[config.mk]
export PLATFORM = sky130hd
export DESIGN_NAME = sdram_cmd_ctrl
export DESIGN_NICKNAME = d
export VERILOG_FILES = /design/src/rtl/sdc_pkg.sv /design/src/rtl/sdc_refresh_timer.sv /design/src/rtl/sdc_read_capture.sv /design/src/rtl/sdram_cmd_ctrl.sv
export SDC_FILE = /design/constraint.sdc
export NUM_CORES = 1
export LEC_CHECK = 0
export BUFFER_PORTS_ARGS = -buffer_cell sky130_fd_sc_hd__buf_4
export CAP_MARGIN = 20
export CORE_ASPECT_RATIO = 0.7
export CORE_UTILIZATION = 50
export DETAILED_ROUTE_END_ITERATION = 12
export PLACE_DENSITY = 0.73
export SETUP_SLACK_MARGIN = 0.5
export SLEW_MARGIN = 5
export SYNTH_ARGS = -nofsm -noshare
export SYNTH_HDL_FRONTEND = slang
export SYNTH_HIERARCHICAL = 1
export SYNTH_SLANG_ARGS = --single-unit
[constraint.sdc]
create_clock -name clk -period 3.37 [get_ports clk]
set_clock_uncertainty 0.2 [all_clocks]
set_input_delay 0.337 -clock clk [delete_from_list [all_inputs] [get_ports clk]]
set_output_delay 0.337 -clock clk [all_outputs]
set_load 0.02 [all_outputs]
[src/rtl/sdc_pkg.sv]
package sdc_pkg;

  // {cs_n, ras_n, cas_n, we_n}
  typedef enum logic [3:0] {
    CMD_MRS   = 4'b0000,
    CMD_REF   = 4'b0001,
    CMD_PRE   = 4'b0010,
    CMD_ACT   = 4'b0011,
    CMD_WRITE = 4'b0100,
    CMD_READ  = 4'b0101,
    CMD_NOP   = 4'b0111,
    CMD_DESEL = 4'b1111
  } sdc_cmd_e;

  typedef enum logic [3:0] {
    S_PWR, S_WAIT, S_IREF1, S_IREF2, S_MRS, S_IDLE, S_COL, S_PRE
  } sdc_state_e;

  // Burst length 1, sequential, latency field, normal mode, bursting writes.
  function automatic logic [9:0] mode_word(input logic cas3);
    logic [9:0] w;
    w = '0;
    w[6:4] = cas3 ? 3'd3 : 3'd2;
    return w;
  endfunction

endpackage

[src/rtl/sdc_refresh_timer.sv]
module sdc_refresh_timer #(
  parameter int INTERVAL = 1250
) (
  input  logic clk,
  input  logic rst_n,
  input  logic en,
  input  logic ack,
  output logic pending
);
  localparam int W = $clog2(INTERVAL + 1);

  logic [W-1:0] cnt_q, cnt_d;
  logic         pend_d;

  always_comb begin
    cnt_d  = cnt_q;
    pend_d = pending;
    if (ack) pend_d = 1'b0;
    if (en) begin
      if (cnt_q == '0) begin
        cnt_d  = W'(INTERVAL - 1);
        pend_d = 1'b1;
      end else begin
        cnt_d = cnt_q - 1'b1;
      end
    end
  end

  always_ff @(posedge clk or negedge rst_n) begin
    if (!rst_n) begin
      cnt_q   <= W'(INTERVAL - 1);
      pending <= 1'b0;
    end else begin
      cnt_q   <= cnt_d;
      pending <= pend_d;
    end
  end


  pend_hold_chk: assert property (@(posedge clk) disable iff (!rst_n)
    pending && !ack |=> pending);


  expiry_sets_chk: assert property (@(posedge clk) disable iff (!rst_n)
    en && cnt_q == '0 |=> pending);

endmodule

[src/rtl/sdc_read_capture.sv]
module sdc_read_capture #(
  parameter int DQ_W = 16
) (
  input  logic            clk,
  input  logic            rst_n,
  input  logic            cas3,
  input  logic            rd_issue,
  input  logic [DQ_W-1:0] dq_in,
  output logic            rd_valid,
  output logic [DQ_W-1:0] rd_data
);
  localparam int DEPTH = 3;

  logic [DEPTH-1:0] pipe_q, pipe_d;
  logic             take;
  logic [DQ_W-1:0]  data_d;

  always_comb begin
    pipe_d = {pipe_q[DEPTH-2:0], rd_issue};
    take   = cas3 ? pipe_q[2] : pipe_q[1];
    data_d = take ? dq_in : rd_data;
  end

  always_ff @(posedge clk or negedge rst_n) begin
    if (!rst_n) begin
      pipe_q   <= '0;
      rd_valid <= 1'b0;
      rd_data  <= '0;
    end else begin
      pipe_q   <= pipe_d;
      rd_valid <= take;
      rd_data  <= data_d;
    end
  end


  cl2_capture_chk: assert property (@(posedge clk) disable iff (!rst_n)
    rd_issue && !cas3 |-> ##3 rd_valid);


  cl3_capture_chk: assert property (@(posedge clk) disable iff (!rst_n)
    rd_issue && cas3 |-> ##4 rd_valid);

endmodule

[src/rtl/sdram_cmd_ctrl.sv]
module sdram_cmd_ctrl #(
  parameter int BA_W         = 2,
  parameter int ROW_W        = 13,
  parameter int COL_W        = 10,   // must stay below 10 + 1 so A10 is free
  parameter int DQ_W         = 16,
  parameter int INIT_WAIT    = 16700,
  parameter int REF_INTERVAL = 1250,
  parameter int T_RP         = 3,
  parameter int T_RCD        = 3,
  parameter int T_RFC        = 10,
  parameter int T_MRD        = 2,
  parameter int T_WR         = 2
) (
  input  logic                          clk,
  input  logic                          rst_n,
  input  logic                          cas3_sel,
  input  logic                          req_valid,
  input  logic                          req_write,
  input  logic [BA_W+ROW_W+COL_W-1:0]   req_addr,
  input  logic [DQ_W-1:0]               req_wdata,
  output logic                          req_ready,
  output logic                          rd_valid,
  output logic [DQ_W-1:0]               rd_data,
  output logic                          sd_cs_n,
  output logic                          sd_ras_n,
  output logic                          sd_cas_n,
  output logic                          sd_we_n,
  output logic [BA_W-1:0]               sd_ba,
  output logic [ROW_W-1:0]              sd_addr,
  output logic [DQ_W/8-1:0]             sd_dqm,
  output logic [DQ_W-1:0]               sd_dq_out,
  output logic                          sd_dq_oe,
  input  logic [DQ_W-1:0]               sd_dq_in
);
  import sdc_pkg::*;

  localparam int DM_W  = DQ_W / 8;
  localparam int CNT_W = $clog2(INIT_WAIT + T_RP + T_RCD + T_RFC + T_MRD + T_WR + 1);

  sdc_state_e           state_q, state_d, ret_q, ret_d;
  logic [CNT_W-1:0]     wcnt_q, wcnt_d;
  sdc_cmd_e             cmd_q, cmd_d;
  logic [BA_W-1:0]      ba_q, ba_d;
  logic [ROW_W-1:0]     addr_q, addr_d;
  logic [DM_W-1:0]      dqm_q, dqm_d;
  logic [DQ_W-1:0]      dqo_q, dqo_d;
  logic                 oe_q, oe_d;
  logic                 done_q, done_d;
  logic                 lat_we_q, lat_we_d;
  logic [BA_W-1:0]      lat_ba_q, lat_ba_d;
  logic [COL_W-1:0]     lat_col_q, lat_col_d;
  logic [DQ_W-1:0]      lat_wd_q, lat_wd_d;
  logic                 ref_pending, ref_ack;

  sdc_refresh_timer #(.INTERVAL(REF_INTERVAL)) u_ref (
    .clk(clk), .rst_n(rst_n), .en(done_q), .ack(ref_ack), .pending(ref_pending)
  );

  sdc_read_capture #(.DQ_W(DQ_W)) u_cap (
    .clk(clk), .rst_n(rst_n), .cas3(cas3_sel), .rd_issue(cmd_q == CMD_READ),
    .dq_in(sd_dq_in), .rd_valid(rd_valid), .rd_data(rd_data)
  );

  assign req_ready = (state_q == S_IDLE) && !ref_pending;

  always_comb begin
    state_d   = state_q;
    ret_d     = ret_q;
    wcnt_d    = wcnt_q;
    cmd_d     = CMD_NOP;
    ba_d      = ba_q;
    addr_d    = addr_q;
    dqm_d     = {DM_W{1'b1}};
    dqo_d     = dqo_q;
    oe_d      = 1'b0;
    done_d    = done_q;
    lat_we_d  = lat_we_q;
    lat_ba_d  = lat_ba_q;
    lat_col_d = lat_col_q;
    lat_wd_d  = lat_wd_q;
    ref_ack   = 1'b0;
    unique case (state_q)
      S_PWR: begin
        if (wcnt_q == '0) begin
          cmd_d      = CMD_PRE;
          addr_d     = '0;
          addr_d[10] = 1'b1;
          wcnt_d     = CNT_W'(T_RP - 1);
          ret_d      = S_IREF1;
          state_d    = S_WAIT;
        end else begin
          wcnt_d = wcnt_q - 1'b1;
        end
      end
      S_WAIT: begin
        if (wcnt_q == '0) state_d = ret_q;
        else              wcnt_d  = wcnt_q - 1'b1;
      end
      S_IREF1, S_IREF2: begin
        cmd_d   = CMD_REF;
        wcnt_d  = CNT_W'(T_RFC - 1);
        ret_d   = (state_q == S_IREF1) ? S_IREF2 : S_MRS;
        state_d = S_WAIT;
      end
      S_MRS: begin
        cmd_d       = CMD_MRS;
        ba_d        = '0;
        addr_d      = '0;
        addr_d[9:0] = mode_word(cas3_sel);
        wcnt_d      = CNT_W'(T_MRD - 1);
        ret_d       = S_IDLE;
        done_d      = 1'b1;
        state_d     = S_WAIT;
      end
      S_IDLE: begin
        if (ref_pending) begin
          cmd_d   = CMD_REF;
          ref_ack = 1'b1;
          wcnt_d  = CNT_W'(T_RFC - 1);
          ret_d   = S_IDLE;
          state_d = S_WAIT;
        end else if (req_valid) begin
          cmd_d     = CMD_ACT;
          ba_d      = req_addr[COL_W+ROW_W +: BA_W];
          addr_d    = req_addr[COL_W +: ROW_W];
          lat_we_d  = req_write;
          lat_ba_d  = req_addr[COL_W+ROW_W +: BA_W];
          lat_col_d = req_addr[COL_W-1:0];
          lat_wd_d  = req_wdata;
          wcnt_d    = CNT_W'(T_RCD - 1);
          ret_d     = S_COL;
          state_d   = S_WAIT;
        end
      end
      S_COL: begin
        cmd_d              = lat_we_q ? CMD_WRITE : CMD_READ;
        ba_d               = lat_ba_q;
        addr_d             = '0;
        addr_d[COL_W-1:0]  = lat_col_q;
        dqm_d              = '0;
        oe_d               = lat_we_q;
        dqo_d              = lat_wd_q;
        wcnt_d             = CNT_W'(T_WR - 1);
        ret_d              = S_PRE;
        state_d            = S_WAIT;
      end
      S_PRE: begin
        cmd_d   = CMD_PRE;
        ba_d    = lat_ba_q;
        addr_d  = '0;
        wcnt_d  = CNT_W'(T_RP - 1);
        ret_d   = S_IDLE;
        state_d = S_WAIT;
      end
      default: state_d = S_PWR;
    endcase
  end

  always_ff @(posedge clk or negedge rst_n) begin
    if (!rst_n) begin
      state_q   <= S_PWR;
      ret_q     <= S_PWR;
      wcnt_q    <= CNT_W'(INIT_WAIT - 1);
      cmd_q     <= CMD_DESEL;
      ba_q      <= '0;
      addr_q    <= '0;
      dqm_q     <= {DM_W{1'b1}};
      dqo_q     <= '0;
      oe_q      <= 1'b0;
      done_q    <= 1'b0;
      lat_we_q  <= 1'b0;
      lat_ba_q  <= '0;
      lat_col_q <= '0;
      lat_wd_q  <= '0;
    end else begin
      state_q   <= state_d;
      ret_q     <= ret_d;
      wcnt_q    <= wcnt_d;
      cmd_q     <= cmd_d;
      ba_q      <= ba_d;
      addr_q    <= addr_d;
      dqm_q     <= dqm_d;
      dqo_q     <= dqo_d;
      oe_q      <= oe_d;
      done_q    <= done_d;
      lat_we_q  <= lat_we_d;
      lat_ba_q  <= lat_ba_d;
      lat_col_q <= lat_col_d;
      lat_wd_q  <= lat_wd_d;
    end
  end

  assign {sd_cs_n, sd_ras_n, sd_cas_n, sd_we_n} = cmd_q;
  assign sd_ba     = ba_q;
  assign sd_addr   = addr_q;
  assign sd_dqm    = dqm_q;
  assign sd_dq_out = dqo_q;
  assign sd_dq_oe  = oe_q;


  ref_first_chk: assert property (@(posedge clk) disable iff (!rst_n)
    state_q == S_IDLE && ref_pending |=> cmd_q == CMD_REF);


  act_spacing_chk: assert property (@(posedge clk) disable iff (!rst_n)
    cmd_q == CMD_ACT |=> cmd_q == CMD_NOP);


  oe_write_chk: assert property (@(posedge clk) disable iff (!rst_n)
    oe_q |-> cmd_q == CMD_WRITE && dqm_q == '0);


  no_early_act_chk: assert property (@(posedge clk) disable iff (!rst_n)
    !done_q |-> cmd_q != CMD_ACT && !req_ready);

endmodule

==> summary.md, run 1 <==
| Metric | Value |
|---|---|
| Final critical-path setup slack | 698.7 ps |
| Post-CTS Setup Bufs | 0 |
| Rows | 31 |
| Area leader, netlist | dfrtp_1 |
| Share of layout cells above drive strength 1 | 0.4120 |
| Finished Layout Cells | 751 |
| Drt drc | 0 |
| Core Area | 10430 µm² |
| Clock slew at reported path FFs | 50 ps |
| 1st-iter DRT viols | 317 |
| Status | completed |
| Worst min path class | input port to register |
| Maximum buffer depth of the clock tree | 2 |
| Pre-antenna DRT Iters | 5 |
| Crit path time final | 2671 ps |
| Clock Sinks | 120 |
| Die area | 11270 µm² |
| Final nets | 673 |
| Initial Util | 0.5196 |
| Post-synthesis sequential area ratio | 0.5578 |
| Clock Tree Root | clkbuf_16 |
| Routed wire length | 13640 µm |
| Commonest non-fill, non-tap cell in the layout | buf_4 |
| Top post-synthesis cells by area | dfrtp_1 48%, mux2_2 12%, dfstp_2 8.2% |
| Mapped cell area | 5421 µm² |
| Largest net degree at the start of global routing | 63 |
| Post-detailed-route count of antenna-violating nets | 0 |
| Synth Register Bits | 120 |
| RSZ-0062 raised after global routing | no |
| Dpl cells | 671 |
| Distinct cells, synth | 74 |
| Final setup fails | 0 |
| Wire length of the first global-routing pass | 22050 µm |
| Pre-CTS setup slack | 750.1 ps |
| Layout area overhead | 38.08% |
| EDFF count, synth | 0 |
| Initial antenna violation count | 0 |
| CTS tree | done |
| Crit path required time | 3460 ps |
| Critical path fanouts, max | 8 |
| Fmax | 374.3 MHz |
| Synth warn | 6 |
| Die height | 89.12 µm |
| Vias per cell | 5.696 |
| Final Cycle Share | 0.7927 |
| Kind of critical path | register to register |
| Routed vias | 4278 |
| Synth top area share | 0.4754 |
| Main synth FF type | dfrtp_1 |
| Worst-case vdd ir drop | 411.5 µV |
| Worst-Margin Slew | 944.7 ps |
| Post-Syn Nets | 503 |
| CP endpoint kind | register |
| Cells after synthesis | 437 |
| Startpoint types | register |
| Vias in the first global route | 4365 |
| Final setup TNS | 0 ps |
| Die width | 126.5 µm |
| Pleak | 3.683 nW |
| Total power | 4.702 mW |
| CTS Buf Count | 17 |
| Ant. Diodes | 0 |
| Worst-skew pair later-pin latency | 410 ps |
| Max-slew headroom | 0.3682 |
| Gr ovfl total | 0 |
| Power per Cell Area | 628.1 nW/µm² |
| Asr flop ratio synth | 1.000 |
| Ports | 118 |
| CTS H-tree depth | 4 |
| Final Max Slew Viols | 0 |
| Port bufs | 117 |
| WL/cell | 18.17 µm |
| Hold Vio Cnt, Final | 0 |
| Data arrival, critical path | 2760 ps |
| FILL cells | 705 |
| Placer Congestion | 0.9291 |
| DP Wirelength | 8955 µm |
| Most frequent cells in the layout | 121 x buf_4, 103 x dfrtp_1, 60 x mux2_2 |
| Total GRT Usage | 0.2589 |
| Max_cap viols | 0 |
| Syn avg cell area | 12.41 µm² |
-- sequential cells by signal, summed over array words and instances, names as in the netlist, 2 cells and up --
register,count
lat_ba_q,2
cmd_q,4
sd_ba,2
state_q,3
wcnt_q,15
u_ref/cnt_q,11
lat_wd_q,16
sd_dq_out,16
ret_q,3
u_cap/rd_data,16
u_cap/pipe_q,3
sd_addr,13
lat_col_q,10
-- report_power, final --
part | switching [mW] | internal (mW)
Combinational | 0.516 | 0.450
Sequential | 0.267 | 1.69
Clock | 0.615 | 1.17
-- layout make-up --
cell class	instances	area, µm²	area share
Tap cell	132	165.2	0.02206
Timing Repair Buffer	172	1434	0.1915
Clock inverter	10	127.6	0.01705
Sequential cell	120	3024	0.4040
Clock buffer	21	450.4	0.06017
Inverter	18	67.56	0.009026
Multi-Input combinational cell	278	2217	0.2962
-- worst paths after layout --
kind | from | to | slack (ps) | cells past startpoint
min reg2reg | u_cap/pipe_q[0] | u_cap/pipe_q[1] | 150 | 0
max reg2reg | wcnt_q[0] | sd_addr[7] | 700 | 6
max in group asynchronous | rst_n | wcnt_q[0] | 1820 | 3
min in group asynchronous | rst_n | u_ref/cnt_q[9] | 330 | 2
max | wcnt_q[0] | sd_addr[7] | 700 | 6
min | req_addr[20] | sd_addr[10] | 20 | 3
-- cells by family after synthesis --
| family | share of synthesized area |
|---|---|
| DFF | 0.5578 |
| and+or+nand+nor | 0.1170 |
| AOI/OAI and AO/OA | 0.1154 |
| muxes | 0.1634 |
| buffers and inverters | 0.03323 |
| adders and majority gates | 0.009232 |
| xor gates and xnor gates | 0.003232 |
| other | 0.0006917 |
-- cell usage after synthesis (all sizes together), types with 3 or more instances --
cell type / n
dfrtp: 103
mux2: 71
nor2: 27
a21oi: 18
inv: 18
dfstp: 17
o21ai: 15
buf: 13
nand2: 13
a22o: 11
nand3: 10
or4: 9
clkbuf: 8
nor3: 8
a31oi: 7
nand4: 6
or3: 6
nor4: 5
ha: 4
mux2i: 4
o41ai: 4
a211oi: 3
a32oi: 3
and2: 3
nand2b: 3
nor3b: 3
o31ai: 3
-- stage by stage --
step	hold WS [ps]	util	area (µm²)
after floorplan	-158.6	-	5421
after global placement	140.5	0.6155	6422
after detailed placement	149.1	0.6155	6422
after CTS	20.45	0.7170	7481
after global routing	69.80	0.7175	7486
final	23.93	0.7175	7486
-- critical path: stages (launching register included) --
cell     delay (ps)
dfstp_2         370
inv_1           110
ha_1            150
nor4b_2         510
and4_1          510
o32a_2          330
mux2_2          380
-- routing by layer --
layer  GRT usage  vias up  wire, µm
met2      0.4063      203      6325
met1      0.3323     2094      5868
met3     0.09336       24      1183
li1            -     1957         -
met4      0.1030        0       266
met5           0        -         0
-- what timing repair did --
item / CTS / global route
gates resized for setup: 0 / 0
endpoints found under the hold margin: 97 / 0
hold buffers: 48 / 0
Power figures use the tool's default switching activity.
==> run 2: changes to the inputs <==
==> constraint.sdc (replaced) <==
create_clock -name clk -period 2.7 [get_ports clk]
set_clock_uncertainty 0.2 [all_clocks]
set_input_delay 0.27 -clock clk [delete_from_list [all_inputs] [get_ports clk]]
set_output_delay 0.27 -clock clk [all_outputs]
set_load 0.02 [all_outputs]
==> run 2 against run 1 <==
Fmax up 21%. Combinational power increased by 49%. Non-clock buffer count is 17 higher. Core utilization increased by 3.1 points. First-iteration DRC count shrank 15%. Global-route usage up 1.1 points. Register-to-register slack lost 200 ps. Hold slack got worse by 4.1 ps. Count of clock-buffer cells in the layout decreased by 3. Critical path depth is the same. Wire length is 5.6% higher. Sequential share of layout area down 1.7 points. Largest cell class unchanged.
==> summary.md, run 2 (same netlist as run 1, synthesis figures left out) <==
| Metric | Value |
|---|---|
| Clock Sinks | 120 (unchanged) |
| Max_cap viols | 0 (unchanged) |
| Port bufs | 117 (unchanged) |
| Hold Vio Cnt, Final | 0 (unchanged) |
| Power per Cell Area | 818.5 nW/µm² (+30%) |
| Min-delay src | req_addr[10] |
| Clock Tree Root | clkbuf_16 |
| CTS Buf Count | 17 (unchanged) |
| Core Area | 10430 µm² (unchanged) |
| Ant. Diodes | 0 (unchanged) |
| Final Max Slew Viols | 0 (unchanged) |
| CP endpoint kind | register |
| Pleak | 3.823 nW (+3.8%) |
| 1st-iter DRT viols | 270 (-15%) |
| Gr ovfl total | 0 (unchanged) |
| CP startpoint | wcnt_q[1] |
| FILL cells | 651 (-7.7%) |
| Final setup fails | 0 (unchanged) |
| Crit path required time | 2790 ps (-670 ps) |
| Die height | 89.12 µm (unchanged) |
| Placer Congestion | 0.7876 (-15%) |
| Wire length of the first global-routing pass | 22720 µm (+3.0%) |
| Die area | 11270 µm² (unchanged) |
| Data arrival, critical path | 2290 ps (-470 ps) |
| Worst min path class | input port to register |
| Kind of critical path | register to register |
| Largest net degree at the start of global routing | 92 (+46%) |
| Pre-antenna DRT Iters | 5 (unchanged) |
| Worst r2r src | wcnt_q[1] |
| WL/cell | 18.74 µm (+3.2%) |
| Final setup TNS | 0 ps (unchanged) |
| Worst-case vdd ir drop | 626.8 µV (+52%) |
| Max-slew headroom | 0.4848 (+0.1166) |
| Vias in the first global route | 4332 (-0.76%) |
| Final Cycle Share | 0.8157 (+0.02299) |
| Initial antenna violation count | 0 (unchanged) |
| CTS H-tree depth | 4 (unchanged) |
| Vias per cell | 5.692 (about the same) |
| Worst-skew pair later-pin latency | 410 ps (about the same) |
| Worst-Margin Slew | 756.6 ps (-188.1 ps) |
| Fmax | 454.1 MHz (+21%) |
| Crit path time final | 2202 ps (-469.0 ps) |
| Sequential Area | 3027 µm² (about the same) |
| Critical path fanouts, max | 8 (unchanged) |
| Routed vias | 4377 (+2.3%) |
| CTS tree | done |
| Hold_ws | 19.87 ps (-4.063 ps) |
| Maximum buffer depth of the clock tree | 2 (unchanged) |
| Routed wire length | 14410 µm (+5.6%) |
| Commonest non-fill, non-tap cell in the layout | buf_4 |
| Die width | 126.5 µm (unchanged) |
| DP Wirelength | 8994 µm (+0.44%) |
| Ports | 118 (unchanged) |
| Initial Util | 0.5196 (unchanged) |
| Status | completed |
| Drt drc | 0 (unchanged) |
| Startpoint types | register |
| Final nets | 690 (+2.5%) |
| Multi-input combinational cell area | 2326 µm² (+4.9%) |
| Post-detailed-route count of antenna-violating nets | 0 (unchanged) |
| Final core utilization | 0.7489 (+0.03142) |
| Clock slew at reported path FFs | 50 ps (about the same) |
| Total GRT Usage | 0.2698 (+0.01090) |
| Dpl cells | 678 (+1.0%) |
| Finished Layout Cells | 769 (+2.4%) |
| Rows | 31 (unchanged) |
| Most frequent cells in the layout | 137 x buf_4, 101 x dfrtp_1, 54 x mux2_2 |
| Layout area overhead | 44.13% |
| RSZ-0062 raised after global routing | yes |
| Share of layout cells above drive strength 1 | 0.4505 (+0.03859) |
## run 2: cell count changes in the layout (fill, tap and decap cells not counted), sizes merged
| cell | delta |
|---|---|
| dlygate4sd3 | +2 |
| clkbuf | -4 |
| bufinv | +2 |
| clkinv | -1 |
| buf | +16 |
| inv | +3 |
## run 2: metrics by stage
step           setup WS, ps  total power, mW  instance area (µm²)
2_1_floorplan         466.8            3.220                 5464
3_3_place_gp          469.2            3.622                 6514
3_5_place_dp          416.9            3.658                 6514
4_1_cts               512.0            6.324                 7722
5_1_grt               461.0            6.698                 7814
6_report              497.7            6.395                 7814
## run 2: routing by layer
layer	wire [µm]	up-vias	track usage
met5	0	-	0
met4	126	0	0.07338
met3	1401	12	0.1011
met2	6796	204	0.4445
met1	6088	2162	0.3393
li1	-	1999	-
## run 2: where the power goes
part | leakage [nW] | switching (mW) | internal [mW]
clock network | 0.321 | 0.838 | 1.67
registers | 1.57 | 0.342 | 2.10
logic | 1.93 | 0.743 | 0.696
total | 3.82 | 1.92 | 4.47
## run 2: area by class of cell
cell class              instances  area share
flip-flops and latches        120      0.3873
inverters                      18    0.008647
repair buffers                189      0.2008
well taps                     132     0.02114
multi-input cells             278      0.2977
clock buffers                  18     0.05620
clock inverters                14     0.02818
## run 2: path summary, 6_finish.rpt
| path | to | slack (ps) | depth (start not counted) |
|---|---|---|---|
| max | sd_addr[7] | 500 | 6 |
| min | sd_addr[0] | 20 | 3 |
| max reg2reg | sd_addr[7] | 500 | 6 |
| min reg2reg | u_cap/pipe_q[1] | 150 | 0 |
| max in group asynchronous | u_ref/cnt_q[6] | 1360 | 3 |
| min in group asynchronous | u_cap/rd_data[2] | 130 | 2 |
## run 2: worst max-delay path: stages, from the launching register on
cell     delay [ps]
dfstp_2         560
inv_2            60
ha_4            140
nor4b_4         140
and4_4          190
o32a_4          470
mux2_4          320
## run 2: timing repair
item	CTS	global route
gates resized for setup	2	16
cloned	0	0
hold buffers	50	0
endpoints found under the setup margin	15	26
setup buffers	5	4
pin swaps	1	3
hold endpoints to repair	80	0
